File: src/rtl/dect_pkg.sv
package dect_pkg;
    typedef enum logic [1:0] {
        ST_QUIET  = 2'd0,
        ST_ARMED  = 2'd1,
        ST_RAISED = 2'd2
    } dect_state_e;
endpackage

File: src/rtl/dect_count_reg.sv
module dect_count_reg #(
    parameter int W = 32
) (
    input  logic         clk,
    input  logic         rst_n,
    input  logic         tick_en,
    input  logic         wr_en,
    input  logic [W-1:0] wr_data,
    output logic [W-1:0] count,
    output logic         at_zero
);
    localparam logic [W-1:0] ALL_ONES = '1;
    localparam logic [W-1:0] ONE      = W'(1);

    always_ff @(posedge clk or negedge rst_n) begin
        if (!rst_n) begin
            count <= ALL_ONES;
        end else if (wr_en) begin
            count <= wr_data;
        end else if (tick_en) begin
            count <= count - ONE;
        end
    end

    assign at_zero = (count == '0);

    a_r2_wrap: assert property (@(posedge clk) disable iff (!rst_n)
        (tick_en && !wr_en && count == '0) |=> (count == ALL_ONES));

    a_r2_step: assert property (@(posedge clk) disable iff (!rst_n)
        (tick_en && !wr_en) |=> (count == $past(count) - ONE));

    a_r3_load: assert property (@(posedge clk) disable iff (!rst_n)
        wr_en |=> (count == $past(wr_data)));

    a_r4_hold: assert property (@(posedge clk) disable iff (!rst_n)
        (!tick_en && !wr_en) |=> $stable(count));
endmodule

File: src/rtl/dect_irq_fsm.sv
module dect_irq_fsm
    import dect_pkg::*;
(
    input  logic clk,
    input  logic rst_n,
    input  logic tick_en,
    input  logic wr_en,
    input  logic wr_sign,
    input  logic at_zero,
    input  logic ack,
    output logic irq_req
);
    dect_state_e state, state_nx;
    logic        expire;

    // EXPIRE: a tick that is not overridden by a write
    assign expire = tick_en && !wr_en && (at_zero || state == ST_ARMED);

    always_comb begin
        state_nx = state;
        unique case (state)
            ST_QUIET: begin
                if (expire)                 state_nx = ST_RAISED;
                else if (wr_en && wr_sign)  state_nx = ST_ARMED;
            end
            ST_ARMED: begin
                if (expire)                 state_nx = ST_RAISED;
                else if (wr_en)             state_nx = wr_sign ? ST_ARMED : ST_QUIET;
            end
            ST_RAISED: begin
                if (expire)                 state_nx = ST_RAISED;
                else if (ack)               state_nx = (wr_en && wr_sign) ? ST_ARMED : ST_QUIET;
            end
            default:                        state_nx = ST_QUIET;
        endcase
    end

    always_ff @(posedge clk or negedge rst_n) begin
        if (!rst_n) state <= ST_QUIET;
        else        state <= state_nx;
    end

    always_comb begin
        irq_req = (state == ST_RAISED);
    end

    a_r5_zero_cross: assert property (@(posedge clk) disable iff (!rst_n)
        (tick_en && !wr_en && at_zero) |=> irq_req);

    a_r6_armed_tick: assert property (@(posedge clk) disable iff (!rst_n)
        (state == ST_ARMED && tick_en && !wr_en) |=> irq_req);

    a_r7_sticky: assert property (@(posedge clk) disable iff (!rst_n)
        (irq_req && !ack) |=> irq_req);

    a_r7_clear: assert property (@(posedge clk) disable iff (!rst_n)
        (irq_req && ack && !tick_en) |=> !irq_req);
endmodule

File: src/rtl/dect_read_latch.sv
module dect_read_latch #(
    parameter int W = 32
) (
    input  logic         clk,
    input  logic         rst_n,
    input  logic         rd_en,
    input  logic [W-1:0] count,
    output logic [W-1:0] rd_data
);
    always_ff @(posedge clk or negedge rst_n) begin
        if (!rst_n)     rd_data <= '0;
        else if (rd_en) rd_data <= count;
    end

    a_r8_capture: assert property (@(posedge clk) disable iff (!rst_n)
        rd_en |=> (rd_data == $past(count)));

    a_r8_hold: assert property (@(posedge clk) disable iff (!rst_n)
        !rd_en |=> $stable(rd_data));
endmodule

File: src/rtl/decrementer_timer.sv
module decrementer_timer #(
    parameter int W = 32
) (
    input  logic         clk,
    input  logic         rst_n,
    input  logic         tick_en,
    input  logic         wr_en,
    input  logic [31:0]  wr_data,
    input  logic         rd_en,
    input  logic         ack,
    output logic [31:0]  count,
    output logic [31:0]  rd_data,
    output logic         irq_req
);
    localparam int MSB = W - 1;

    logic at_zero;

    dect_count_reg #(.W(W)) u_count (
        .clk     (clk),
        .rst_n   (rst_n),
        .tick_en (tick_en),
        .wr_en   (wr_en),
        .wr_data (wr_data),
        .count   (count),
        .at_zero (at_zero)
    );

    dect_irq_fsm u_fsm (
        .clk     (clk),
        .rst_n   (rst_n),
        .tick_en (tick_en),
        .wr_en   (wr_en),
        .wr_sign (wr_data[MSB]),
        .at_zero (at_zero),
        .ack     (ack),
        .irq_req (irq_req)
    );

    dect_read_latch #(.W(W)) u_read (
        .clk     (clk),
        .rst_n   (rst_n),
        .rd_en   (rd_en),
        .count   (count),
        .rd_data (rd_data)
    );
endmodule

File: config.mk
export PLATFORM = sky130hd
export DESIGN_NAME = decrementer_timer
export DESIGN_NICKNAME = d
export VERILOG_FILES = /design/src/rtl/dect_pkg.sv /design/src/rtl/dect_count_reg.sv /design/src/rtl/dect_irq_fsm.sv /design/src/rtl/dect_read_latch.sv /design/src/rtl/decrementer_timer.sv
export SDC_FILE = /design/constraint.sdc
export NUM_CORES = 1
export LEC_CHECK = 0
export BUFFER_PORTS_ARGS = -buffer_cell sky130_fd_sc_hd__buf_2
export CORE_ASPECT_RATIO = 1.4
export CORE_MARGIN = 2
export CORE_UTILIZATION = 46
export CTS_CLUSTER_DIAMETER = 120
export DETAILED_ROUTE_END_ITERATION = 7
export GPL_TIMING_DRIVEN = 0
export PLACE_DENSITY = 0.76
export SYNTH_ARGS = -nofsm -noshare
export SYNTH_HDL_FRONTEND = slang
export SYNTH_SLANG_ARGS = --single-unit
File: constraint.sdc
create_clock -name clk -period 1.9 [get_ports clk]
set_clock_uncertainty 0.1 [all_clocks]
set_input_delay 0.095 -clock clk [delete_from_list [all_inputs] [get_ports clk]]
set_output_delay 0.095 -clock clk [all_outputs]
set_load 0.1 [all_outputs]
== After elaboration in Yosys (flattened, before gate mapping) ==
Index checks and enable logic that the tools add are counted.
Word-level totals
  input bits: 38
  logic and storage cells: 29
  flip-flop bits (word level): 66
Cells by class
  equality and inequality tests: 5
  reduce and logical (&&, ||, !) cells: 9
  add/subtract/negate cells: 1
  multiplexer cells: 11
Operators by type and width (count)
  32-bit two-way mux: 2
  32-bit logical NOT: 1
  32-bit by 1-bit subtractor with 32-bit output, second input constant: 1
  2-bit two-way mux: 6
  3-bit by 2-bit != test with 1-bit output, second input constant: 2
  2-bit case mux with 3 select lines: 1
  1-bit logical AND: 3
  3-bit by 1-bit != test with 1-bit output, second input constant: 1
  3-bit AND reduction: 1
  2-bit by 1-bit equality test with 1-bit output, second input constant: 1
  2-bit equality test, second input constant: 1
  2-bit logical NOT: 1
  1-bit two-way mux: 2
  2-bit nonzero test: 1
  1-bit logical NOT: 1
  1-bit logical OR: 1

== Longest topological paths before layout ==
Gate-level depths: netlist (run 1).
  depth after elaboration: 5
  depth in mapped cells: 8
  mapped depth without buffers: 7

== Hierarchy ==
Synthesis (run 1) repeated with hierarchy kept, for this count alone.
Unflattened totals
  cells, all modules: 280
  area, all modules: 3304.4 um^2
Modules (own cells, without submodules)
  dect_count_reg: times used 1, cells each 200, area an instance 1845.5 um^2
  dect_read_latch: times used 1, cells each 68, area an instance 1345.0 um^2
  dect_irq_fsm: times used 1, cells each 12, area an instance 113.9 um^2

== Worst setup path after synthesis (run 1) ==
Ideal clock, no wire load.
  path type: register -> register
  start point: register u_count.count[0]
  end point: register u_count.count[24]
  arrival time: 2103 ps
  period minus slack after synthesis: 2275 ps
  library setup time: 72 ps
  stages on the path, launching flop included: 9
  path buffers: 1
  setup slack: -375 ps
  cells stage by stage: dfstp_2 inv_1 ha_1 nand4bb_1 clkbuf_1 nor3_2 nor3b_2 xnor2_1 o21ai_1
Between the ends
  cells in the longest elaborated chain, start to end: 3
Ends and longest elaborated chain
  start: declaration: line dect_count_reg.sv:9  | output logic [W-1:0] count,
  start signal: assignment: line dect_count_reg.sv:19  | count <= wr_data;
  start signal: assignment: line dect_count_reg.sv:21  | count <= count - ONE;
  32-bit by 1-bit subtractor with 32-bit output: line dect_count_reg.sv:21
  32-bit two-way mux: line dect_count_reg.sv:20  | end else if (tick_en) begin
  32-bit two-way mux: line dect_count_reg.sv:18  | end else if (wr_en) begin
Every way passes these cells. The select of a mux whose other input is x is not followed.
A chain may end at the register's enable or synchronous reset.

== Worst setup path in the final report (run 1) ==
  start point: register u_count.count[1]
  end point: register u_count.count[7]
Same word-level chain as after synthesis.

==> results list, run 1 <==
- DP Cell Count: 472
- Initial detailed-routing violation count: 178
- Synthesized-area fraction occupied by adder cells: 0.007883
- Dominant synthesized flop cell: sky130_fd_sc_hd__dfrtp_1
* Layout cell share with drive strength beyond 1: 0.5211
* DR DRC count: 0
* Aggregate routed wire length: 8805 µm
- Counting along the longest clock path gives a buffer depth of 2.
- Of the total power, the clock network draws 0.245.
- Summing every instance area after synthesis gives 0.003174 mm².
- Worst-skew pair later-pin latency: 0.35 ns
- Of the total power, the share spent switching nets is 0.4517.
- Counting every instance in the synthesized netlist gives 281.
- The analysis attributes to net switching a power of 2.285 mW.
- The region available for standard cell placement spans 0.006613 mm².
- Summed over all nets, the half-perimeter wirelength after detailed placement is between 5000 and 6000 µm.
- Cell internal pwr: 2.774 mW
- After the last flow step, the layout net total stands at around 490.
- Routability Congestion: 0.7885
- Post-synthesis area per instance: around 11 µm²
- Router iterations before antenna repair: 4
* Total congestion overflow after global routing: 0
- The layout has approximately 450 filler cells.
- Relative max-transition margin: 0.4451
- The finished layout holds 543 standard cells, fillers aside.
- Of the total power, registers draw 0.357.
- Relative to the synthesized area, the layout overhead comes to 49.23%.
- Entering global routing, the biggest net connects 67 pins.
- Of the total synthesized cell area, the portion taken by AND, OR, NAND and NOR gates is 0.1703.
- Of the total synthesized cell area, the portion taken by XOR and XNOR cells is 0.08553.
* Total track usage: 0.2389
* Share of the core filled with cells: 0.7164
- In this run, distinct cell masters in the synthesized netlist total 39.
* Class of the tightest hold or removal check: primary input to flop
* Data required time at the worst endpoint: 2.07 ns
* Compound-cell area share of the yosys netlist: 0.05676
* YS warnings: 0
* Routed wirelength normalized by instance count: 16.22 µm
- FMAX: ~470 MHz
- After layout, the design draws a total of 5.060 mW.
- Port Buffer Count: ~100
- Post-Route Hold Slack: -0.06553 ns
- The number of hold violations in the final report was 1.
- The die is 102.3 µm tall.
* Post-Place Worst Slack: -0.2900 ns
* I/O Pins: about 100
- Setup CP Type: flop to flop
- Minimum setup slack in the final design: -0.2286 ns
- The worst setup path is captured at a flop.
- Final critical-path required period: approximately 2.1 ns
* Net count of the mapped netlist: 321
- Final antenna-violating net count: 0
- P per Cell Area: 1068 mW/mm²
- STA classifies the critical path startpoint as a flop.
* Data arrival at the endpoint of the critical path: 2.29 ns
- Leak Pwr: 2.097 nW
- Clk Tree Root Cell: sky130_fd_sc_hd__clkbuf_8
* Total inserted antenna cells: 0
* Max Fanout on Critical Path: 5
- Effective utilization at floorplan: 0.4800
- Async set-or-reset flop fraction in the synthesized netlist: 1.000
- Cell row count: 35
- Slew of the pin with the lowest slew margin: 0.8324 ns
- Count of clock tree sinks: 66
* Clock tree from TritonCTS: yes
* Die outline area: approximately 0.0076 mm²
* Vias in the first global route: 2899
* Proportion of synthesized chip area in sequential cells: 0.5329
* Die Wd: 74.21 µm
- After synthesis, the largest family of logic cells by area is simple AND/OR/NAND/NOR gates.
- Number of antenna violations at the first check in global routing: 0
- Final Max Slew Viols: 0
- Global-route wire length before repair: 13640 µm
* Reg clk slew, reported paths: 0.07 ns
- Share of synthesized area spent on multiplexers: 0.1242
- Final-report setup violation count: 15
* Portion of total power attributed to combinational logic: 0.398
- The tool flagged a number of max-cap violations equal to 0.
- Post-DR vias/cell: a little over 5
- The H-tree was split into 3 levels.
- Max IR drop VDD: between 0.0006 and 0.0007 V
- Of the available clock period, the critical path in the final layout requires 1.120.
- The flow ran to the end, but the final reports show violations.
- The synthesized design contains 0 enable-type register cells.
- Via Count: around 2800
- Setup repair after global routing could not meet its margin everywhere.
- Violated checks: negative hold slack, negative setup slack
- Clock tree synthesis inserted a total of 9 buffers.
- Flop and latch count out of synthesis: 66
## critical path, stage by stage (launching register included)
cell and delay, ns:
sky130_fd_sc_hd__dfstp_4 0.49, sky130_fd_sc_hd__or3b_4 0.39, sky130_fd_sc_hd__or4_4 0.44, sky130_fd_sc_hd__or3_4 0.34, sky130_fd_sc_hd__xor2_1 0.14, sky130_fd_sc_hd__o21ai_1 0.14
## layer usage
metal	track usage	vias up	routed length, µm
met5	0	-	0
li1	-	1322	-
met2	0.4217	103	4758
met4	0.09930	0	146
met3	0.05227	10	471
met1	0.2753	1381	3428
## flip-flops by register name, indices dropped and copies added, names as in the netlist
| register | count |
|---|---|
| u_count.count | 32 |
| u_read.rd_data | 32 |
| u_fsm.state | 2 |
## path summary, 6_finish.rpt
check                                 startpoint                 to  slack, ns  cells past startpoint
worst max-delay path            u_count.count[1]   u_count.count[7]      -0.23                      5
worst min-delay path                     tick_en   u_count.count[1]      -0.07                      4
worst max register to register  u_count.count[1]   u_count.count[7]      -0.23                      5
worst min register to register    u_fsm.state[1]     u_fsm.state[0]       0.40                      1
max in group asynchronous                  rst_n     u_fsm.state[1]       0.85                      2
min in group asynchronous                  rst_n  u_read.rd_data[3]       0.29                      2
## what timing repair did
item                                    CTS  global route
pin swaps                                10             6
hold buffers                             34             0
endpoints found under the setup margin   24            25
endpoints found under the hold margin    66             0
buffers inserted                         18             3
gates resized for setup                  19            17
## through the flow
stage          hold slack [ns]  TNS (ns)  area, µm²
2_1_floorplan          -0.3006    -2.399       3253
3_3_place_gp            0.2051    -3.345       3864
3_5_place_dp            0.1443    -3.850       3866
4_1_cts               -0.05886    -1.237       4628
5_1_grt               0.008949    -2.667       4737
6_report              -0.06553    -1.302       4737
## area by class of cell
type	count	area, µm²	share of cell area
buffer	13	66.31	0.01400
clock buffer	14	172.7	0.03645
clock inverter	2	35.03	0.007396
inverter	4	15.01	0.003170
multi-input combinational	198	1612	0.3402
sequential	66	1714	0.3619
tap	92	115.1	0.02430
timing repair buffer	154	1007	0.2126
## cell usage in the layout (no fill, tap or decap), types with 5 or more instances in the layout
master                           n
sky130_fd_sc_hd__buf_2          98
sky130_fd_sc_hd__buf_4          19
sky130_fd_sc_hd__clkbuf_1       10
sky130_fd_sc_hd__clkbuf_8       13
sky130_fd_sc_hd__dfrtp_1        34
sky130_fd_sc_hd__dfstp_2        26
sky130_fd_sc_hd__dfstp_4         6
sky130_fd_sc_hd__dlygate4sd3_1  34
sky130_fd_sc_hd__mux2_2         34
sky130_fd_sc_hd__nand2_1        33
sky130_fd_sc_hd__nand4_1         6
sky130_fd_sc_hd__nor2_1         11
sky130_fd_sc_hd__nor3_1          5
sky130_fd_sc_hd__nor4_4          6
sky130_fd_sc_hd__o21ai_0        13
sky130_fd_sc_hd__o21ai_1        18
sky130_fd_sc_hd__xnor2_1        16
sky130_fd_sc_hd__xor2_1         15
## cells in the mapped netlist (2+ instances only)
master	number	area share
sky130_fd_sc_hd__nand4_1	6	0.012
sky130_fd_sc_hd__nand2_1	34	0.040
sky130_fd_sc_hd__xor2_1	15	0.041
sky130_fd_sc_hd__nor4_1	6	0.012
sky130_fd_sc_hd__dfrtp_1	34	0.27
sky130_fd_sc_hd__clkbuf_1	9	0.011
sky130_fd_sc_hd__nand3_1	2	0.0032
sky130_fd_sc_hd__mux2_2	35	0.12
sky130_fd_sc_hd__nor4_2	3	0.012
sky130_fd_sc_hd__nor4b_1	2	0.0055
sky130_fd_sc_hd__or4_4	2	0.0071
sky130_fd_sc_hd__or4_1	2	0.0047
sky130_fd_sc_hd__o21ai_1	14	0.022
sky130_fd_sc_hd__nor2b_1	3	0.0059
sky130_fd_sc_hd__nor2_1	11	0.013
sky130_fd_sc_hd__dfstp_2	32	0.26
sky130_fd_sc_hd__nor3_1	8	0.013
sky130_fd_sc_hd__ha_1	2	0.0079
sky130_fd_sc_hd__inv_1	4	0.0047
sky130_fd_sc_hd__o21ai_0	17	0.027
sky130_fd_sc_hd__or3_1	3	0.0059
sky130_fd_sc_hd__buf_1	3	0.0035
sky130_fd_sc_hd__nand2b_1	3	0.0059
sky130_fd_sc_hd__xnor2_1	16	0.044
## cells by family (layout without fill, tap and decap cells)
kind of cell             count (synthesis)  count (layout)
AO/OA/AOI/OAI                           34              34
AND/OR/NAND/NOR                         96              96
flip-flops                              66              66
multiplexers                            35              35
buffers and inverters                   17             187
XOR/XNOR                                31              31
adder cells (fa/ha/maj)                  2               2
## power groups by stage
stage                     Clock, mW  Combinational, mW  Sequential (mW)
after floorplan                   0              0.310             3.05
after global placement            0               1.84             1.82
after detailed placement          0               1.86             1.83
after CTS                      1.25               2.00             1.79
after global routing           1.31               2.09             1.83
final                          1.24               2.01             1.81
No activity file was read; power rests on OpenSTA's default activity.
==> inputs of run 2 (changes only) <==
Settings changed: CORE_UTILIZATION 46 to 51, PLACE_DENSITY 0.76 to 0.8.
Clock period 1.9 ns to 2.3 ns, I/O delays scaled along.
==> results list, run 2 (synthesis gave the netlist of run 1 again) <==
- The maximum fanout along the worst path was 7 (+2).
- Die outline area: 0.006880 mm² (-9.4%)
* RSZ-0062 raised after global routing: true
* Setup CP Type: flop to flop
- Placeable Area: 0.006126 mm² (-7.4%)
- The leakage power figure was 1.868 nW (-11%).
- The number of DRC violations after detailed-routing iteration 0 came to 136 (-24%).
- Router iterations before antenna repair: 4 (unchanged)
* Sum of negative setup slack: 0 ns (+1.302 ns)
- Post-DR vias/cell: 5.377 (+3.7%)
- DR DRC count: 0 (unchanged)
* Class of the tightest hold or removal check: primary input to flop
* Maximum number of pins on one net before global-route repair: 67 (unchanged)
- The all-layer global routing usage came to 0.2490 (+0.01014).
- Most common library cell in the layout ignoring fill and taps: sky130_fd_sc_hd__buf_2
- Data required time at the worst endpoint: 2.47 ns (+0.40 ns)
- The height of the die was 97.35 µm (-4.8%).
* Cell row count: 34 (-2.9%)
- The area used by sequential logic in the layout is 0.001692 mm² (-1.3%).
- Final Max Slew Viols: 0 (unchanged)
- The count of H-tree levels built during CTS is 3 (unchanged).
- The clock insertion delay at the later pin of the skew report is 0.35 ns (about the same).
* Clk Tree Root Cell: sky130_fd_sc_hd__clkbuf_8
- The remaining number of nets flagged by the antenna check after routing was 0 (unchanged).
* Relative max-transition margin: 0.4496 (+0.004520)
* Kind of launch point of the worst setup path: flop
* Routed wirelength normalized by instance count: 16.16 µm (-0.33%)
- The total congestion overflow was 0 (unchanged).
* Final critical-path required period: 2.187 ns (+0.05802 ns)
- The placer's final routability congestion estimate is 0.7676 (-2.7%).
* Period utilisation layout: 0.9507 (-0.1696)
* Global-route wire length before repair: 13320 µm (-2.3%)
- Leaving out fill and tap cells, the most frequent cells in the layout are sky130_fd_sc_hd__buf_2 (98), sky130_fd_sc_hd__mux2_2 (35), sky130_fd_sc_hd__dlygate4sd3_1 (35).
- In the final layout, the registers with the most flip-flops are u_count.count x32, u_read.rd_data x32, u_fsm.state x2.
* Area growth, synth to finish: 35.16%
- Non-filler instance count after layout: 504 (-7.2%)
* Number of antenna violations at the first check in global routing: 0 (unchanged)
- The upper clock frequency limit was 457.3 MHz (-2.7%).
* Max-cap violations: 0 (unchanged)
- The worst setup path is captured at a flop.
- The via count of the first global-routing pass came to 2796 (-3.6%).
- Port Buffer Count: 99 (unchanged)
- Layout cell share with drive strength beyond 1: 0.4352 (-0.08588)
- Via Count: 2710 (-3.8%)
* Clock tree from TritonCTS: yes
- Layout fillers: 477 (+5.3%)
- Clock tree buffer depth: 2 (unchanged)
* P per Cell Area: 917.8 mW/mm² (-14%)
- The maximum vdd ir drop is 0.0006148 V (-8.0%).
- Count of clock tree sinks: 66 (unchanged)
- The total of endpoints with negative setup slack in the final report was 0 (-15).
- The fraction of the core area covered by cells at the end of the flow was 0.7004 (-0.01600).
- Reg clk slew, reported paths: 0.07 ns (about the same)
* Layout Nets: 467 (-3.9%)
* Multi-input combinational cell area: 0.001411 mm² (-12%)
- Clock buffer count from CTS: 9 (unchanged)
- Aggregate routed wire length: 8146 µm (-7.5%)
- Data arrival at the endpoint of the critical path: 2.35 ns (+0.06 ns)
- The number of gates resized after cts is 0 (-19).
- The flow ran to the end, and the final reports show no timing, DRC or antenna violations.
- The instance count after placement with tap cells included came to 452 (-4.2%).
- The number of hold violations in the final report is 0 (-1).
* Minimum setup slack in the final design: 0.1134 ns (+0.3420 ns)
- The number of top-level pins was 103 (unchanged).
- Total inserted antenna cells: 0 (unchanged)
- The x dimension of the die is 70.68 µm (-4.8%).
- The pre-CTS setup slack is 0.1287 ns (+0.4187 ns).
* Post-Route Hold Slack: 0.07165 ns (+0.1372 ns)
- Effective utilization at floorplan: 0.5182 (+0.03814)
- The actual transition at the worst max-transition pin is 0.8256 ns (-0.006780 ns).
- HPWL after detailed placement: 5319 µm (-2.3%)
==> run 2: cell types whose count changed in the layout (fill, tap and decap cells not counted), sizes merged <==
cell / previous run / this run
clkbuf: 23 / 25
dlygate4sd3: 34 / 35
buf: 124 / 104
clkinv: 1 / 0
bufinv: 1 / 0
==> run 2: final timing paths <==
| path | startpoint | to | slack (ns) | depth (start not counted) |
|---|---|---|---|---|
| hold / removal | wr_en | u_count.count[31] | 0.07 | 3 |
| min in group asynchronous | rst_n | u_read.rd_data[24] | 0.30 | 2 |
| hold reg to reg | u_read.rd_data[16] | u_read.rd_data[16] | 0.40 | 1 |
| setup reg to reg | u_count.count[0] | u_count.count[24] | 0.11 | 8 |
| max in group asynchronous | rst_n | u_read.rd_data[18] | 1.25 | 2 |
| setup / recovery | u_count.count[0] | u_count.count[24] | 0.11 | 8 |
==> run 2: final cells by class <==
cell class,count,share of cell area
Buffer,13,0.01312
Clock buffer,16,0.03966
Inverter,4,0.003500
Multi-Input combinational cell,198,0.3290
Sequential cell,66,0.3943
Tap cell,72,0.02100
Timing Repair Buffer,135,0.1995
==> run 2: repair_timing <==
action	CTS	global route
setup endpoints to repair	0	6
buffers inserted	0	1
endpoints found under the hold margin	66	0
hold buffers	35	0
==> run 2: power breakdown <==
part	internal (mW)	total (mW)	switching (mW)
sequential	1.35	1.49	0.140
combinational	0.309	1.58	1.27
clock	0.453	0.875	0.422
total	2.11	3.94	1.83
==> run 2: through the flow <==
step | area [µm²] | total power, mW
finish | 4290 | 3.938
global route | 4290 | 4.080
CTS | 4283 | 3.945
detailed placement | 3762 | 3.024
global placement | 3760 | 2.999
floorplan | 3174 | 2.758
==> run 2: critical path, cell delays in order (launching register included) <==
cell and delay [ns]:
sky130_fd_sc_hd__dfstp_2 0.41, sky130_fd_sc_hd__inv_1 0.09, sky130_fd_sc_hd__ha_1 0.18, sky130_fd_sc_hd__nand4bb_1 0.11, sky130_fd_sc_hd__clkbuf_1 0.21, sky130_fd_sc_hd__nor3_2 0.49
sky130_fd_sc_hd__nor3b_2 0.28, sky130_fd_sc_hd__xnor2_1 0.15, sky130_fd_sc_hd__o21ai_1 0.08
==> run 2: routing by layer <==
layer	wire length (µm)	track usage	vias to the layer above
li1	-	-	1287
met1	3275	0.3082	1315
met2	4274	0.4158	92
met3	393	0.04876	16
met4	203	0.1161	0
met5	0	0	-
